===== config.mk =====
export PLATFORM = sky130hd
export DESIGN_NAME = apb_quad_timer
export DESIGN_NICKNAME = d
export VERILOG_FILES = /design/src/rtl/tmr_pkg.sv /design/src/rtl/tmr_clr_seq.sv /design/src/rtl/tmr_channel.sv /design/src/rtl/apb_quad_timer.sv
export SDC_FILE = /design/constraint.sdc
export NUM_CORES = 1
export LEC_CHECK = 0
export ABC_AREA = 0
export ABC_CLOCK_PERIOD_IN_PS = 3300
export CAP_MARGIN = 15
export CORE_ASPECT_RATIO = 0.9
export CORE_MARGIN = 1.5
export CORE_UTILIZATION = 61
export CTS_CLUSTER_DIAMETER = 150
export DETAILED_ROUTE_END_ITERATION = 6
export GPL_ROUTABILITY_DRIVEN = 1
export PLACE_DENSITY_LB_ADDON = 0.1
export SLEW_MARGIN = 20
export SYNTH_ARGS = -nofsm -noshare
export SYNTH_HDL_FRONTEND = slang
export SYNTH_SLANG_ARGS = --single-unit
export TNS_END_PERCENT = 5

===== constraint.sdc =====
create_clock -name pclk -period 3.3 [get_ports pclk]
set_input_delay 0.33 -clock pclk [delete_from_list [all_inputs] [get_ports pclk]]
set_output_delay 0.33 -clock pclk [all_outputs]
set_load 0.005 [all_outputs]

===== src/rtl/tmr_pkg.sv =====
package tmr_pkg;
   localparam int WIN_W = 6;

   localparam logic [WIN_W-1:0] OFF_STAT = 6'h00;
   localparam logic [WIN_W-1:0] OFF_MODE = 6'h04;
   localparam logic [WIN_W-1:0] OFF_LOAD = 6'h08;
   localparam logic [WIN_W-1:0] OFF_EN   = 6'h10;
   localparam logic [WIN_W-1:0] OFF_RLD  = 6'h14;
   localparam logic [WIN_W-1:0] OFF_CNT  = 6'h18;
   localparam logic [WIN_W-1:0] OFF_ACK  = 6'h20;
   localparam logic [WIN_W-1:0] OFF_MASK = 6'h24;

   typedef enum logic {
      MODE_FREE = 1'b0,
      MODE_ONCE = 1'b1
   } run_mode_e;

   typedef struct packed {
      logic mode_wr;
      logic load_wr;
      logic en_wr;
      logic rld_wr;
      logic ack_wr;
      logic mask_wr;
   } chan_wr_t;
endpackage


===== src/rtl/tmr_clr_seq.sv =====
module tmr_clr_seq #(
   parameter int CLR_CYCLES = 2
) (
   input  logic clk,
   input  logic rst_n,
   input  logic expire_i,
   input  logic ack_req_i,
   output logic pend_o,
   output logic busy_o
);
   localparam int BW = $clog2(CLR_CYCLES + 1);

   if (CLR_CYCLES < 2) begin : g_bad_clr
      $error("tmr_clr_seq: CLR_CYCLES must be at least 2");
   end

   logic [BW-1:0] busy_cnt;
   logic          late_q;
   logic          pend_q;

   always_ff @(posedge clk) begin
      if (!rst_n) begin
         busy_cnt <= '0;
         late_q   <= 1'b0;
         pend_q   <= 1'b0;
      end else if (busy_cnt != '0) begin
         busy_cnt <= busy_cnt - BW'(1);
         if (busy_cnt == BW'(1)) begin
            pend_q <= late_q | expire_i;
            late_q <= 1'b0;
         end else if (expire_i) begin
            late_q <= 1'b1;
         end
      end else begin
         if (expire_i)  pend_q   <= 1'b1;
         if (ack_req_i) busy_cnt <= BW'(CLR_CYCLES);
      end
   end

   assign pend_o = pend_q;
   assign busy_o = (busy_cnt != '0);

   // busy lasts more than one cycle once raised
   a_r7_busy_holds: assert property (@(posedge clk) disable iff (!rst_n)
      $rose(busy_o) |=> busy_o);
   // pending only falls at the end of a clear sequence
   a_r7_drop_at_end: assert property (@(posedge clk) disable iff (!rst_n)
      $fell(pend_q) |-> $past(busy_cnt) == BW'(1));
   // an expiry recorded during the window survives the clear
   a_r8_late_kept: assert property (@(posedge clk) disable iff (!rst_n)
      (busy_cnt == BW'(1) && late_q) |=> pend_q);
endmodule


===== src/rtl/tmr_channel.sv =====
module tmr_channel
   import tmr_pkg::*;
#(
   parameter int CNT_W      = 32,
   parameter int CLR_CYCLES = 2
) (
   input  logic             clk,
   input  logic             rst_n,
   input  chan_wr_t         wr_i,
   input  logic [31:0]      wdata_i,
   input  logic [WIN_W-1:0] roff_i,
   output logic [31:0]      rdata_o,
   output logic             pend_o,
   output logic             irq_o
);
   if (CNT_W < 2 || CNT_W > 32) begin : g_bad_w
      $error("tmr_channel: CNT_W must lie in 2..32");
   end

   run_mode_e        mode_q;
   logic [CNT_W-1:0] load_q;
   logic [CNT_W-1:0] cnt_q;
   logic             en_q;
   logic             mask_q;
   logic             busy;
   logic             pend;
   logic             expire;

   assign expire = en_q && !wr_i.rld_wr && !wr_i.en_wr && (cnt_q == CNT_W'(1));

   always_ff @(posedge clk) begin
      if (!rst_n) begin
         mode_q <= MODE_FREE;
         load_q <= '0;
         en_q   <= 1'b0;
         mask_q <= 1'b0;
      end else begin
         if (wr_i.mode_wr) mode_q <= run_mode_e'(wdata_i[0]);
         if (wr_i.load_wr) load_q <= wdata_i[CNT_W-1:0];
         if (wr_i.en_wr)   en_q   <= wdata_i[0];
         if (wr_i.mask_wr) mask_q <= wdata_i[0];
      end
   end

   always_ff @(posedge clk) begin
      if (!rst_n) begin
         cnt_q <= '0;
      end else if (wr_i.rld_wr) begin
         cnt_q <= load_q;
      end else if (wr_i.en_wr) begin
         if (wdata_i[0] && cnt_q == '0) cnt_q <= load_q;
      end else if (en_q) begin
         if (cnt_q != '0)             cnt_q <= cnt_q - CNT_W'(1);
         else if (mode_q == MODE_FREE) cnt_q <= load_q;
      end
   end

   tmr_clr_seq #(.CLR_CYCLES(CLR_CYCLES)) u_clr (
      .clk      (clk),
      .rst_n    (rst_n),
      .expire_i (expire),
      .ack_req_i(wr_i.ack_wr && wdata_i[0]),
      .pend_o   (pend),
      .busy_o   (busy)
   );

   assign pend_o = pend;
   assign irq_o  = pend & ~mask_q;

   always_comb begin
      rdata_o = '0;
      unique case (roff_i)
         OFF_MODE: rdata_o = 32'(mode_q);
         OFF_LOAD: rdata_o = 32'(load_q);
         OFF_EN:   rdata_o = 32'(en_q);
         OFF_CNT:  rdata_o = 32'(cnt_q);
         OFF_ACK:  rdata_o = {30'd0, busy, pend};
         OFF_MASK: rdata_o = 32'(mask_q);
         default:  rdata_o = '0;
      endcase
   end

   // one step down per clock while enabled
   a_r3_step: assert property (@(posedge clk) disable iff (!rst_n)
      (en_q && cnt_q != '0 && !wr_i.rld_wr && !wr_i.en_wr)
      |=> cnt_q == $past(cnt_q) - CNT_W'(1));
   // free-running reload from zero
   a_r4_wrap: assert property (@(posedge clk) disable iff (!rst_n)
      (en_q && mode_q == MODE_FREE && cnt_q == '0 && !wr_i.rld_wr && !wr_i.en_wr)
      |=> cnt_q == $past(load_q));
   // one-shot parks at zero
   a_r5_park: assert property (@(posedge clk) disable iff (!rst_n)
      (en_q && mode_q == MODE_ONCE && cnt_q == '0 && !wr_i.rld_wr && !wr_i.en_wr)
      |=> cnt_q == '0);
   // reload strobe copies the start value
   a_r6_reload: assert property (@(posedge clk) disable iff (!rst_n)
      wr_i.rld_wr |=> cnt_q == $past(load_q));
   // disabled counter is frozen
   a_r10_frozen: assert property (@(posedge clk) disable iff (!rst_n)
      (!en_q && !wr_i.rld_wr && !wr_i.en_wr) |=> $stable(cnt_q));
endmodule


===== src/rtl/apb_quad_timer.sv =====
module apb_quad_timer
   import tmr_pkg::*;
#(
   parameter int NUM_CH     = 4,
   parameter int CNT_W      = 32,
   parameter int CLR_CYCLES = 2,
   localparam int CH_W      = $clog2(NUM_CH),
   localparam int ADDR_W    = WIN_W + CH_W
) (
   input  logic              pclk,
   input  logic              presetn,
   input  logic              psel,
   input  logic              penable,
   input  logic              pwrite,
   input  logic [ADDR_W-1:0] paddr,
   input  logic [31:0]       pwdata,
   output logic [31:0]       prdata,
   output logic [NUM_CH-1:0] irq_o
);
   if (NUM_CH < 2 || NUM_CH > 32 || (1 << CH_W) != NUM_CH) begin : g_bad_n
      $error("apb_quad_timer: NUM_CH must be a power of two in 2..32");
   end

   logic             wr_acc;
   logic [CH_W-1:0]  ch_sel;
   logic [WIN_W-1:0] off;
   logic [31:0]      ch_rdata [NUM_CH];
   logic [NUM_CH-1:0] pend_vec;

   assign wr_acc = psel & penable & pwrite;
   assign ch_sel = paddr[ADDR_W-1:WIN_W];
   assign off    = paddr[WIN_W-1:0];

   for (genvar c = 0; c < NUM_CH; c++) begin : g_ch
      chan_wr_t wr;
      logic     hit;
      assign hit        = wr_acc && (ch_sel == CH_W'(c));
      assign wr.mode_wr = hit && (off == OFF_MODE);
      assign wr.load_wr = hit && (off == OFF_LOAD);
      assign wr.en_wr   = hit && (off == OFF_EN);
      assign wr.rld_wr  = hit && (off == OFF_RLD);
      assign wr.ack_wr  = hit && (off == OFF_ACK);
      assign wr.mask_wr = hit && (off == OFF_MASK);

      tmr_channel #(.CNT_W(CNT_W), .CLR_CYCLES(CLR_CYCLES)) u_chan (
         .clk    (pclk),
         .rst_n  (presetn),
         .wr_i   (wr),
         .wdata_i(pwdata),
         .roff_i (off),
         .rdata_o(ch_rdata[c]),
         .pend_o (pend_vec[c]),
         .irq_o  (irq_o[c])
      );
   end

   always_comb begin
      if (ch_sel == '0 && off == OFF_STAT) prdata = 32'(pend_vec);
      else                                 prdata = ch_rdata[ch_sel];
   end
endmodule


==> metrics.txt <==
status finished clean; die width 176 um; CTS Buf Count 30; Final Slew Violations 0; count of cell types in the netlist 74; post-synthesis sequential area ratio 34.6%; Yosys top cell area share 34.6%; PortBufs 80; clock buffer depth 3; Starting Density 62.6%; initial detailed-routing violation count 2367; final instance count without filler cells 2552; CTS sink cnt 284; Finish-stage setup viols 0; share of cells above drive strength 1 12.6%; core region area 26300 um2; area of the multi-input gates 10100 um2; Filler cells 2115; max cap viols 0; Setup CP Type input port to output port; Synth Warn # 0; period utilisation layout 96.0%; antenna cell count 0; clk slew on worst S/H paths 60 ps; number of flops mapped to enable cells by yosys 0; minimum clock period 3170 ps; final net count 2245; final hold vios 0; DR DRC count 0; global route total overflow 0; Yosys top cell by area dfxtp_1; P per Cell Area 397 nW/um2; HPWL Detailed 41800 um; count leader, synth nand2_1; fraction of registers with async set/reset 0%; via count 17400; worst IR drop on VDD 373 uV; Peak Freq 316 MHz; Reg area 5690 um2; Root Buffer clkbuf_16; Netlist Area Pre-Place 16400 um2; Die Height 159 um; CTS Hold Bufs 0; Worst Skew 15.9 ps; Max-slew headroom 18.8%; die area 27900 um2; syn avg cell area 7.76 um2; Routed WL 59600 um; placed cell count 2496; flops & latches, synth 284; Main synth FF type dfxtp_1; Post-DRT Antenna Nets 0; crit-path cells clkdlybuf4s50_1 -> or4b_1 -> buf_4 -> nor3_1 -> buf_4 -> a21oi_1 -> o31ai_1 -> clkdlybuf4s50_1; Pleak 6.64 nW; IO Pins 81; Synth top cells by count nand2_1, a21oi_1, dfxtp_1, nor2_1, clkbuf_1; RSZ-0062 raised after global routing no; highest-delay cell along the critical path or4b_1; CTS tree done; synthesized net count 2183; RePlAce Congestion 1.02; number of global-route vias before repair 16000; worst path arrival time 2840 ps; Hold Crit Class input port to flip-flop; routed length per instance 23.3 um; max incr delay on CP 630 ps; all-layer global routing usage 42.1%; DRT Pass-1 Iters 5; Crit. End Element output port; Cells after Synth 2118; first-pass GRT wire length 92400 um; initial antenna violation count 0; row count 56; pin count of the biggest net entering global routing 87; area growth from synthesis to layout 16.8%; Skew-Pair Late Insertion Delay 580 ps; critical path fanouts, max 6; required time of the critical path 2970 ps; DR vias/cell 6.82; htree depth 1; hold_ws 256 ps; top post-synthesis cells by area dfxtp_1, a21oi_1, nand2_1; Slew @ Worst Pin 1220 ps; Critical Path Source Type input port
[flip-flops by register name, indices dropped and copies added (netlist names)]
| signal | cells |
|---|---|
| g_ch.u_chan.u_clr.late_q | 4 |
| g_ch.u_chan.mask_q | 4 |
| g_ch.u_chan.cnt_q | 128 |
| g_ch.u_chan.u_clr.busy_cnt | 8 |
| g_ch.u_chan.en_q | 4 |
| g_ch.u_chan.mode_q | 4 |
| g_ch.u_chan.u_clr.pend_o | 4 |
| g_ch.u_chan.load_q | 128 |
[kinds of logic after synthesis]
group	after synthesis	synth area share, %
AND/OR/NAND/NOR	907	25.4
flip-flops	284	34.6
buffers and inverters	192	4.71
multiplexers	122	12.0
AO/OA/AOI/OAI	593	21.7
adder cells (fa/ha/maj)	20	1.52
[what timing repair did]
item | CTS | global route
setup endpoints to repair | 0 | 17
setup buffers | 0 | 0
gates resized for setup | 0 | 2
[metal layers]
metal | track usage (%) | vias up | part of all wire, %
met5 | 0 | - | 0
met3 | 7.09 | 200 | 12
li1 | - | 7810 | -
met2 | 59.8 | 1218 | 42
met4 | 23.7 | 0 | 6.1
met1 | 60.3 | 8176 | 40
[critical path, delay by kind of cell]
family	cells	cell delay, ps
AOI/OAI and AO/OA	2	390
and+or+nand+nor	2	760
buffers and inverters	4	1350
[stage by stage]
stage	setup slack, ps	total power [mW]	setup TNS [ps]	cell area, um2	utilization [%]
finish	131	7.62	0	19200	73.1
global route	37.7	7.79	0	19200	73.1
CTS	165	7.61	0	19200	73.0
detailed placement	-30.0	4.08	-30.0	18100	69.1
global placement	58.8	4.07	0	18100	69.0
floorplan	389	3.86	0	16400	-
[report_power, final]
group | total (mW) | internal (mW) | leakage, nW | switching (mW)
clock network | 3.60 | 2.10 | 0.515 | 1.50
registers | 3.48 | 3.45 | 2.29 | 0.0261
logic | 0.544 | 0.199 | 3.83 | 0.345
total | 7.62 | 5.75 | 6.64 | 1.87
[cell usage in the layout (no fill, tap or decap), types with 9 or more instances in the layout]
cell type        Yosys  layout
o211ai_1            15      15
nand3b_1            15      15
dfxtp_1            284     284
a21oi_1            308     305
nand2_1            406     406
clkbuf_16            0      31
buf_4                5      96
inv_1               28      28
nor4_1              38      37
nand3_1             49      48
clkdlybuf4s50_1      0      76
o21a_1               9       9
o32ai_1             30      30
nor2b_1             16      16
o21ai_0             94      94
or4_1               16      16
clkinv_2             0       9
mux4_2              60      60
a31oi_1             15      15
and2_1              21      21
o22ai_1             10      10
nor3_1              87      81
or2_2               10      10
or3_1               21      21
a211oi_1            11      11
nor2_1             179     177
o31ai_1             11      10
mux2i_1             55      55
ha_1                20      20
a21o_1              25      25
buf_12               0      19
nand4_1             11      11
[layout make-up]
| type | instances | share of cell area [%] |
|---|---|---|
| clock inverter | 14 | 0.782 |
| timing repair buffer | 192 | 9.72 |
| multi-input combinational | 1642 | 52.4 |
| inverter | 30 | 0.625 |
| tap | 348 | 2.27 |
| sequential | 284 | 29.6 |
| clock buffer | 42 | 4.62 |
[path summary, 6_finish.rpt]
kind,start,end,slack [ps],cells after the start
worst max register to register,g_ch[2].u_chan.cnt_q[1],g_ch[2].u_chan.cnt_q[31],200,10
worst min-delay path,presetn,g_ch[3].u_chan.cnt_q[29],260,2
worst min register to register,g_ch[1].u_chan.u_clr.late_q,g_ch[1].u_chan.u_clr.late_q,460,2
worst max-delay path,paddr[3],prdata[0],130,8
Power figures use the tool's default switching activity.
